==> src/rtl/sqwave_pkg.sv <==
package sqwave_pkg;
  localparam int unsigned SQW_ACC_W = 32;
  typedef logic [SQW_ACC_W-1:0] sqw_word_t;
endpackage

==> src/rtl/sqw_word_hold.sv <==
module sqw_word_hold #(
  parameter int unsigned W = 32
) (
  input  logic         clk,
  input  logic         rst,
  input  logic         wr_en,
  input  logic [W-1:0] wr_data,
  output logic [W-1:0] word_q
);
  always_ff @(posedge clk) begin
    if (rst)        word_q <= '0;
    else if (wr_en) word_q <= wr_data;
  end
endmodule

==> src/rtl/sqw_phase_acc.sv <==
module sqw_phase_acc #(
  parameter int unsigned W = 32
) (
  input  logic         clk,
  input  logic         rst,
  input  logic [W-1:0] step,
  output logic         wrap
);
  localparam int unsigned SUM_W = W + 1;

  logic [W-1:0]     phase_q;
  logic [SUM_W-1:0] sum;

  // The extra top bit is the carry out of the add, so one wrap gives one carry.
  assign sum  = {1'b0, phase_q} + {1'b0, step};
  assign wrap = sum[W];

  always_ff @(posedge clk) begin
    if (rst) phase_q <= '0;
    else     phase_q <= sum[W-1:0];
  end
endmodule

==> src/rtl/sqw_toggle.sv <==
module sqw_toggle (
  input  logic clk,
  input  logic rst,
  input  logic flip,
  output logic level_q
);
  always_ff @(posedge clk) begin
    if (rst)       level_q <= 1'b0;
    else if (flip) level_q <= ~level_q;
  end
endmodule

==> src/rtl/sqwave_nco.sv <==
module sqwave_nco
  import sqwave_pkg::*;
#(
  parameter int unsigned ACC_W = SQW_ACC_W
) (
  input  logic             clk,
  input  logic             rst,
  input  logic             load_en,
  input  logic [ACC_W-1:0] load_word,
  output logic             wave_out
);
  logic [ACC_W-1:0] hold_q;
  logic             carry;

  sqw_word_hold #(.W(ACC_W)) u_hold (
    .clk(clk), .rst(rst), .wr_en(load_en), .wr_data(load_word), .word_q(hold_q)
  );

  sqw_phase_acc #(.W(ACC_W)) u_acc (
    .clk(clk), .rst(rst), .step(hold_q), .wrap(carry)
  );

  sqw_toggle u_tgl (
    .clk(clk), .rst(rst), .flip(carry), .level_q(wave_out)
  );
endmodule

==> config.mk <==
export PLATFORM = sky130hd
export DESIGN_NAME = sqwave_nco
export DESIGN_NICKNAME = d
export VERILOG_FILES = /design/src/rtl/sqwave_pkg.sv /design/src/rtl/sqw_word_hold.sv /design/src/rtl/sqw_phase_acc.sv /design/src/rtl/sqw_toggle.sv /design/src/rtl/sqwave_nco.sv
export SDC_FILE = /design/constraint.sdc
export NUM_CORES = 1
export LEC_CHECK = 0
export ABC_AREA = 1
export BUFFER_PORTS_ARGS = -buffer_cell sky130_fd_sc_hd__buf_2
export CAP_MARGIN = 20
export CORE_MARGIN = 1.5
export CORE_UTILIZATION = 30
export CTS_BUF_LIST = sky130_fd_sc_hd__clkbuf_2
export CTS_CLUSTER_DIAMETER = 50
export DETAILED_ROUTE_END_ITERATION = 10
export PLACE_DENSITY_LB_ADDON = 0.12
export SLEW_MARGIN = 30
export SYNTH_ARGS = -nofsm -noshare
export SYNTH_HDL_FRONTEND = slang
export SYNTH_SLANG_ARGS = --single-unit
==> constraint.sdc <==
create_clock -name clk -period 2.86 [get_ports clk]
set_input_delay 0 -clock clk [delete_from_list [all_inputs] [get_ports clk]]
set_output_delay 0 -clock clk [all_outputs]
set_load 0.02 [all_outputs]
==> results of run 1 <==
## per-stage QoR
step	power, mW	cells	worst slack (ns)	util, %
after floorplan	1.614	747	1.133	-
after global placement	1.814	957	0.9791	33.42
after detailed placement	1.816	957	0.9421	33.42
after CTS	2.329	1006	0.9035	36.21
after global routing	2.481	1007	0.7168	36.23
final	2.290	1007	0.9104	36.23
## worst max-delay path: stages, from the launching register on
cell,delay [ns]
dfxtp_1,0.35
ha_1,0.25
fa_1,0.45
nand2_2,0.12
nand2_1,0.07
nand3_1,0.08
nand2_1,0.08
nand2_1,0.08
nand2_2,0.08
nand2_2,0.07
nand2_1,0.05
nand2_1,0.06
clkinv_1,0.06
nor2_1,0.09
## registers in the layout, summed over array words and instances, names as in the netlist
| signal | cells |
|---|---|
| u_tgl.level_q | 1 |
| u_acc.phase_q | 32 |
| u_hold.word_q | 32 |
## logic make-up after synthesis
kind of cell               after synthesis  share of synthesized area (%)
adders and majority gates               33                          9.307
and+or+nand+nor                        420                          39.67
AOI/OAI and AO/OA                       91                          10.64
DFF                                     65                          28.81
buffers and inverters                  138                          11.58
## per-layer routing
layer | up-vias | GRT usage [%]
met3 | 10 | 2.421
li1 | 2444 | -
met4 | 0 | 6.293
met5 | - | 0
met2 | 86 | 26.28
met1 | 1973 | 24.56
## Yosys cell counts, drive strengths merged
library cell    n  area share [%]
nor3           10             2.0
fa              1            0.44
ha             32             8.9
a21o            1            0.17
o21bai          3            0.50
inv           125              10
nand3          32             4.1
a21oi          42             4.8
and2            4            0.55
clkinv          1           0.083
buf             2            0.28
o21a            3            0.50
nor2          127              11
dfxtp          65              29
o21ai          42             4.7
nand4           4            0.55
or2             1            0.14
nand2         242              21
clkbuf         10            0.83
## layout make-up
cell class                 instances  area [sq um]  share of cell area, %
multi-input combinational        544          2693                  50.75
sequential                        65          1301                  24.53
timing repair buffer              71         528.0                  9.953
inverter                         126         473.0                  8.915
tap                              184         230.2                  4.340
clock buffer                      11         55.05                  1.038
clock inverter                     5         22.52                 0.4245
antenna                            1         2.502                0.04717
## layout by cell type (no fill, tap or decap), types with 2 or more instances in the layout
master,instances
inv_2,16
nor3_1,2
o21bai_1,3
a21oi_1,40
nand4_1,4
nand2_1,218
nand2_2,24
clkinv_1,3
dfxtp_1,65
nor3_2,8
buf_2,35
clkbuf_2,11
dlygate4sd3_1,33
buf_4,3
o21a_1,3
nand3_2,5
o21ai_0,41
clkinv_2,3
nand3_1,27
nor2_1,121
nor2_2,6
inv_1,109
a21oi_2,2
and2_1,4
ha_1,32
## worst paths after layout
kind	startpoint	endpoint	slack [ns]
max	u_hold.word_q[0]	u_acc.phase_q[22]	0.91
min	load_en	u_hold.word_q[19]	0.05
max reg2reg	u_hold.word_q[0]	u_acc.phase_q[22]	0.91
min reg2reg	u_hold.word_q[4]	u_hold.word_q[4]	0.53
## timing repair
item | CTS | global route
endpoints found under the hold margin | 37 | 0
setup endpoints to repair | 0 | 0
buffers inserted | 0 | 0
gates resized for setup | 0 | 0
hold buffers | 33 | 0
## power by group
part	leakage, nW	switching (mW)	internal (mW)
Sequential	0.539	0.0431	1.01
Clock	0.0606	0.348	0.112
Combinational	2.31	0.497	0.280
Total	2.91	0.888	1.40
==> flow_metrics.py, run 1 <==
metrics = {
    "placed_design": {
        "post_dp_cell_area_sq_um": 4895,
        "port_buffers": 35,
        "place.gp.congestion": 0.9031,
        "dpl.hpwl_mm": 9.714,
    },
    "sta": {
        "grt_setup_unrepaired": "no",
        "min_period_ns": 1.950,
        "fin_hold_ws_ns": 0.04520,
        "finalHoldViolCount": 0,
        "finalCritPeriodShare_pct": 68.17,
        "tightest_slew_ns": 0.6065,
        "report.final.slew_viol_count": 0,
        "skew_ns": 0.02472,
        "slew_headroom_pct": 59.57,
        "final.setup.tns_ns": 0,
        "fmax_ghz": 0.5129,
        "setup_viol": 0,
    },
    "worst_setup_path": {
        "endpoint_kind": "flop",
        "crit_fanout": 4,
        "required_ns": 3.36,
        "cp.arrival_ns": 2.45,
        "worstSetupPathType": "flop to flop",
        "critPathLaunchType": "flop",
        "reg2reg_depth": 13,
    },
    "drt": {
        "m1WireLength_mm": 6.825,
        "drt_first_pass_iters": 8,
        "route.met2.wl_mm": 5.304,
        "viasPerCell": 4.482,
        "wl_met3_um": 432,
        "wl_per_cell_um": 12.65,
        "top_layer": "met4",
        "routed_wl_mm": 12.74,
        "first_iter_violations": 256,
        "drcViolationCount": 3,
        "drtAntennaViolNets": 0,
        "num_vias": 4513,
    },
    "floorplan": {
        "dieArea_sq_um": 15800,
        "core_area_sq_um": 14640,
        "die_h_um": 125.7,
        "row_count": 44,
        "die_width_um": 125.7,
        "floorplan.initialDensity_pct": 30.84,
        "io_pins": 36,
    },
    "clock_network": {
        "cts_root_buffer": "clkbuf_2",
        "cts-buffers-inserted": 9,
        "clk_path_buf_depth": 2,
        "htreeDepth": 3,
        "clk_pin_slew_ns": 0.19,
        "tritoncts": "done",
        "clkLatencyLatePin_ns": 0.56,
        "cts.sinks": 65,
    },
    "logic_synthesis": {
        "ys_seq_elements": 65,
        "synth_area_sq_um": 4517,
        "synth.distinct_cells": 27,
        "avgSynthCellArea_sq_um": 6.047,
        "yosysSeqAreaShare_pct": 28.81,
        "yosys_warnings": 0,
        "syn-num-nets": 815,
        "syn_inst": 747,
    },
    "outcome": {
        "violations": "design-rule violations",
        "outcome": "finished with violations",
    },
    "layout": {
        "syn_to_final_growth_pct": 17.45,
        "fin_nets": 885,
        "drive_above_1_share_pct": 13.75,
        "fill_cells": 1626,
        "fin_area_sq_um": 5305,
    },
    "power": {
        "powerDensity_nw_per_um2": 431.7,
        "irDropWorstVdd_mv": 0.1613,
        "power.leakage_nw": 2.912,
    },
    "global_route": {
        "grt_util_all_layers_pct": 17.19,
        "grt_max_degree": 35,
        "grt_pass1_wl_mm": 21.61,
        "grt_antenna_before_repair": 1,
        "grt_pass1_vias": 4401,
        "globalRoute.totalOverflow": 0,
    },
    "run": {
        "drv_cap": 0,
    },
    "min_path": {
        "min_delay_path_depth": 3,
        "hp-class": "primary input to flop",
    },
}
(Power assumes the default switching activity.)
==> run 2: changes to the inputs <==
Settings changed: ABC_AREA 1 to 0.
Clock period 2.86 ns to 1.8 ns, I/O delays scaled along.
==> flow_metrics.py, run 2 <==
metrics = {
    "outcome": {
        "outcome": "finished with violations",
        "violations": "negative setup slack",
    },
    "logic_synthesis": {
        "async_flop_share_pct": 0,
        "synth_fa_ha_area_share_pct": 11.22,
        "synth_compound_area_share_pct": 17.20,
        "yosysSeqAreaShare_pct": 34.74,
        "syn_inst": 434,
        "synthFlopType": "dfxtp_1",
        "synth_top_family_by_area": "simple AND/OR/NAND/NOR gates",
        "yosysMostFrequentCell": "nor2_1",
        "synth_area_sq_um": 3746,
        "ys_seq_elements": 65,
        "synth_top_area_cell": "dfxtp_1",
        "synth_xor_area_share_pct": 6.079,
        "synth_top_area_share_pct": 34.74,
        "synthTopCellsByCount": "nor2_1, dfxtp_1, a21oi_1",
        "syn-num-nets": 502,
        "synth_area_leaders": "dfxtp_1, ha_1, mux2i_1, nor2_1, a21oi_1",
        "synthSimpleGateAreaFrac_pct": 17.97,
        "synthMuxAreaShare_pct": 9.552,
        "avgSynthCellArea_sq_um": 8.632,
        "yosys_warnings": 0,
        "synth_edf_count": 0,
        "synth.distinct_cells": 50,
    },
    "layout": {
        "final_util_pct": 51.07,
        "seq_area_sq_um": 1313,
        "multi_input_area_sq_um": 2785,
        "syn_to_final_growth_pct": 65.13,
        "reg_top3": "u_acc.phase_q (32), u_hold.word_q (32), u_tgl.level_q (1)",
        "mostFrequentLayoutCells": "buf_4, nor2_1, dlygate4sd3_1",
        "drive_above_1_share_pct": 36.62,
        "fin_nets": 702,
        "n_antenna_cell": 0,
        "fill_cells": 1165,
        "final_common_cell": "buf_4",
    },
    "placed_design": {
        "port_buffers": 35,
        "place.gp.congestion": 0.8478,
        "dpl.hpwl_mm": 7.293,
        "pre_cts_ws_ns": -0.7096,
    },
    "worst_setup_path": {
        "crit_fanout": 2,
        "required_ns": 2.31,
        "worstSetupPathType": "flop to flop",
        "r2r_end": "u_acc.phase_q[30]",
        "critPathLaunchType": "flop",
        "endpoint": "u_acc.phase_q[30]",
        "reg2reg_depth": 9,
        "reg2reg_from": "u_hold.word_q[0]",
        "rrSetupSlack_ns": -0.62,
        "setup.worst_path.start": "u_hold.word_q[0]",
        "cp.arrival_ns": 2.92,
        "endpoint_kind": "flop",
    },
    "global_route": {
        "grt_antenna_before_repair": 0,
        "grt_max_degree": 33,
        "globalRoute.totalOverflow": 0,
        "grt_pass1_vias": 3827,
        "grt_util_all_layers_pct": 16.74,
        "grt_pass1_wl_mm": 17.26,
    },
    "floorplan": {
        "core_area_sq_um": 12110,
        "io_pins": 36,
        "row_count": 40,
        "dieArea_sq_um": 13170,
        "die_h_um": 114.7,
        "die_width_um": 114.7,
        "floorplan.initialDensity_pct": 30.93,
    },
    "sta": {
        "setup_viol": 23,
        "tightest_slew_ns": 0.4405,
        "min_period_ns": 2.417,
        "fmax_ghz": 0.4137,
        "grt_setup_unrepaired": "yes",
        "slew_headroom_pct": 70.63,
        "skew_ns": 0.03249,
        "fin_ws_ns": -0.6169,
        "finalHoldViolCount": 0,
        "finalCritPeriodShare_pct": 134.3,
        "report.final.slew_viol_count": 0,
    },
    "clock_network": {
        "tritoncts": "done",
        "htreeDepth": 3,
        "clk_path_buf_depth": 2,
        "clkLatencyLatePin_ns": 0.58,
        "cts_root_buffer": "clkbuf_2",
        "cts.sinks": 65,
        "clk_pin_slew_ns": 0.21,
        "cts-buffers-inserted": 9,
    },
    "drt": {
        "viasPerCell": 4.606,
        "wl_per_cell_um": 12.92,
        "drt_first_pass_iters": 6,
        "drtAntennaViolNets": 0,
        "routed_wl_mm": 10.42,
        "num_vias": 3717,
        "drcViolationCount": 0,
        "first_iter_violations": 124,
    },
    "power": {
        "power.leakage_nw": 2.701,
        "irDropWorstVdd_mv": 0.3715,
        "powerDensity_nw_per_um2": 703.2,
        "fin_total_pwr_mw": 4.350,
    },
    "run": {
        "drv_cap": 0,
    },
    "min_path": {
        "hp-class": "primary input to flop",
    },
}
-- run 2: worst max-delay path: stages (launching register included) --
cell and delay, ns:
dfxtp_2 0.37, ha_4 0.16, fa_2 0.38, a21oi_4 0.17, o22ai_2 0.09, a211o_1 0.30
a211oi_2 0.24, nand2_1 0.07, a211o_1 0.27, mux2_4 0.29
-- run 2: per-layer routing --
metal	share of wire (%)	vias to the layer above	GRT usage [%]
met2	47	37	28.94
met3	2.6	11	3.954
li1	-	1938	-
met4	1.4	0	5.926
met1	49	1731	20.41
met5	0	-	0
-- run 2: kinds of logic (layout without fill, tap and decap cells) --
logic type,Yosys count,in the layout
simple gates,148,148
compound gates,97,97
flops,65,65
mux,35,35
fa+ha+maj,33,33
buf+inv,30,235
xor+xnor,26,26
-- run 2: cell type report --
cell class                      count  area share [%]
Multi-Input combinational cell    339           45.02
Timing Repair Buffer              208           27.43
Sequential cell                    65           21.22
Tap cell                          168           3.398
Clock inverter                      7           1.537
Clock buffer                        9          0.7282
Inverter                           11          0.6675
-- run 2: through the flow --
stage | area (sq um) | TNS, ns | std cells | hold slack (ns)
6_report | 6186 | -8.257 | 807 | 0.05553
5_1_grt | 6186 | -10.61 | 807 | 0.07718
4_1_cts | 5913 | -8.703 | 800 | -0.2537
3_5_place_dp | 4997 | -9.209 | 712 | 0.2411
3_3_place_gp | 4997 | -8.937 | 712 | 0.2331
2_1_floorplan | 3985 | -3.577 | 434 | 0.1472
-- run 2: where the power goes --
part           internal (mW)  switching (mW)
Sequential              1.60          0.0944
Clock                  0.453           0.591
Combinational          0.900           0.707
Total                   2.96            1.39
-- run 2: worst min-delay path by stage --
stage	slack (ns)	cells past startpoint	start	endpoint
finish	0.06	4	load_en	u_hold.word_q[21]
global route	0.08	4	load_en	u_hold.word_q[21]
CTS	-0.25	2	rst	u_acc.phase_q[24]
detailed placement	0.24	3	load_word[19]	u_hold.word_q[19]
global placement	0.23	3	load_word[9]	u_hold.word_q[9]
floorplan	0.15	2	load_word[23]	u_hold.word_q[23]
-- run 2: timing repair --
action / CTS / global route
cloned: 0 / 0
resized for setup: 19 / 46
endpoints found under the hold margin: 41 / 7
endpoints found under the setup margin: 24 / 26
setup buffers: 6 / 8
pin swaps: 12 / 22
hold buffers: 66 / 1
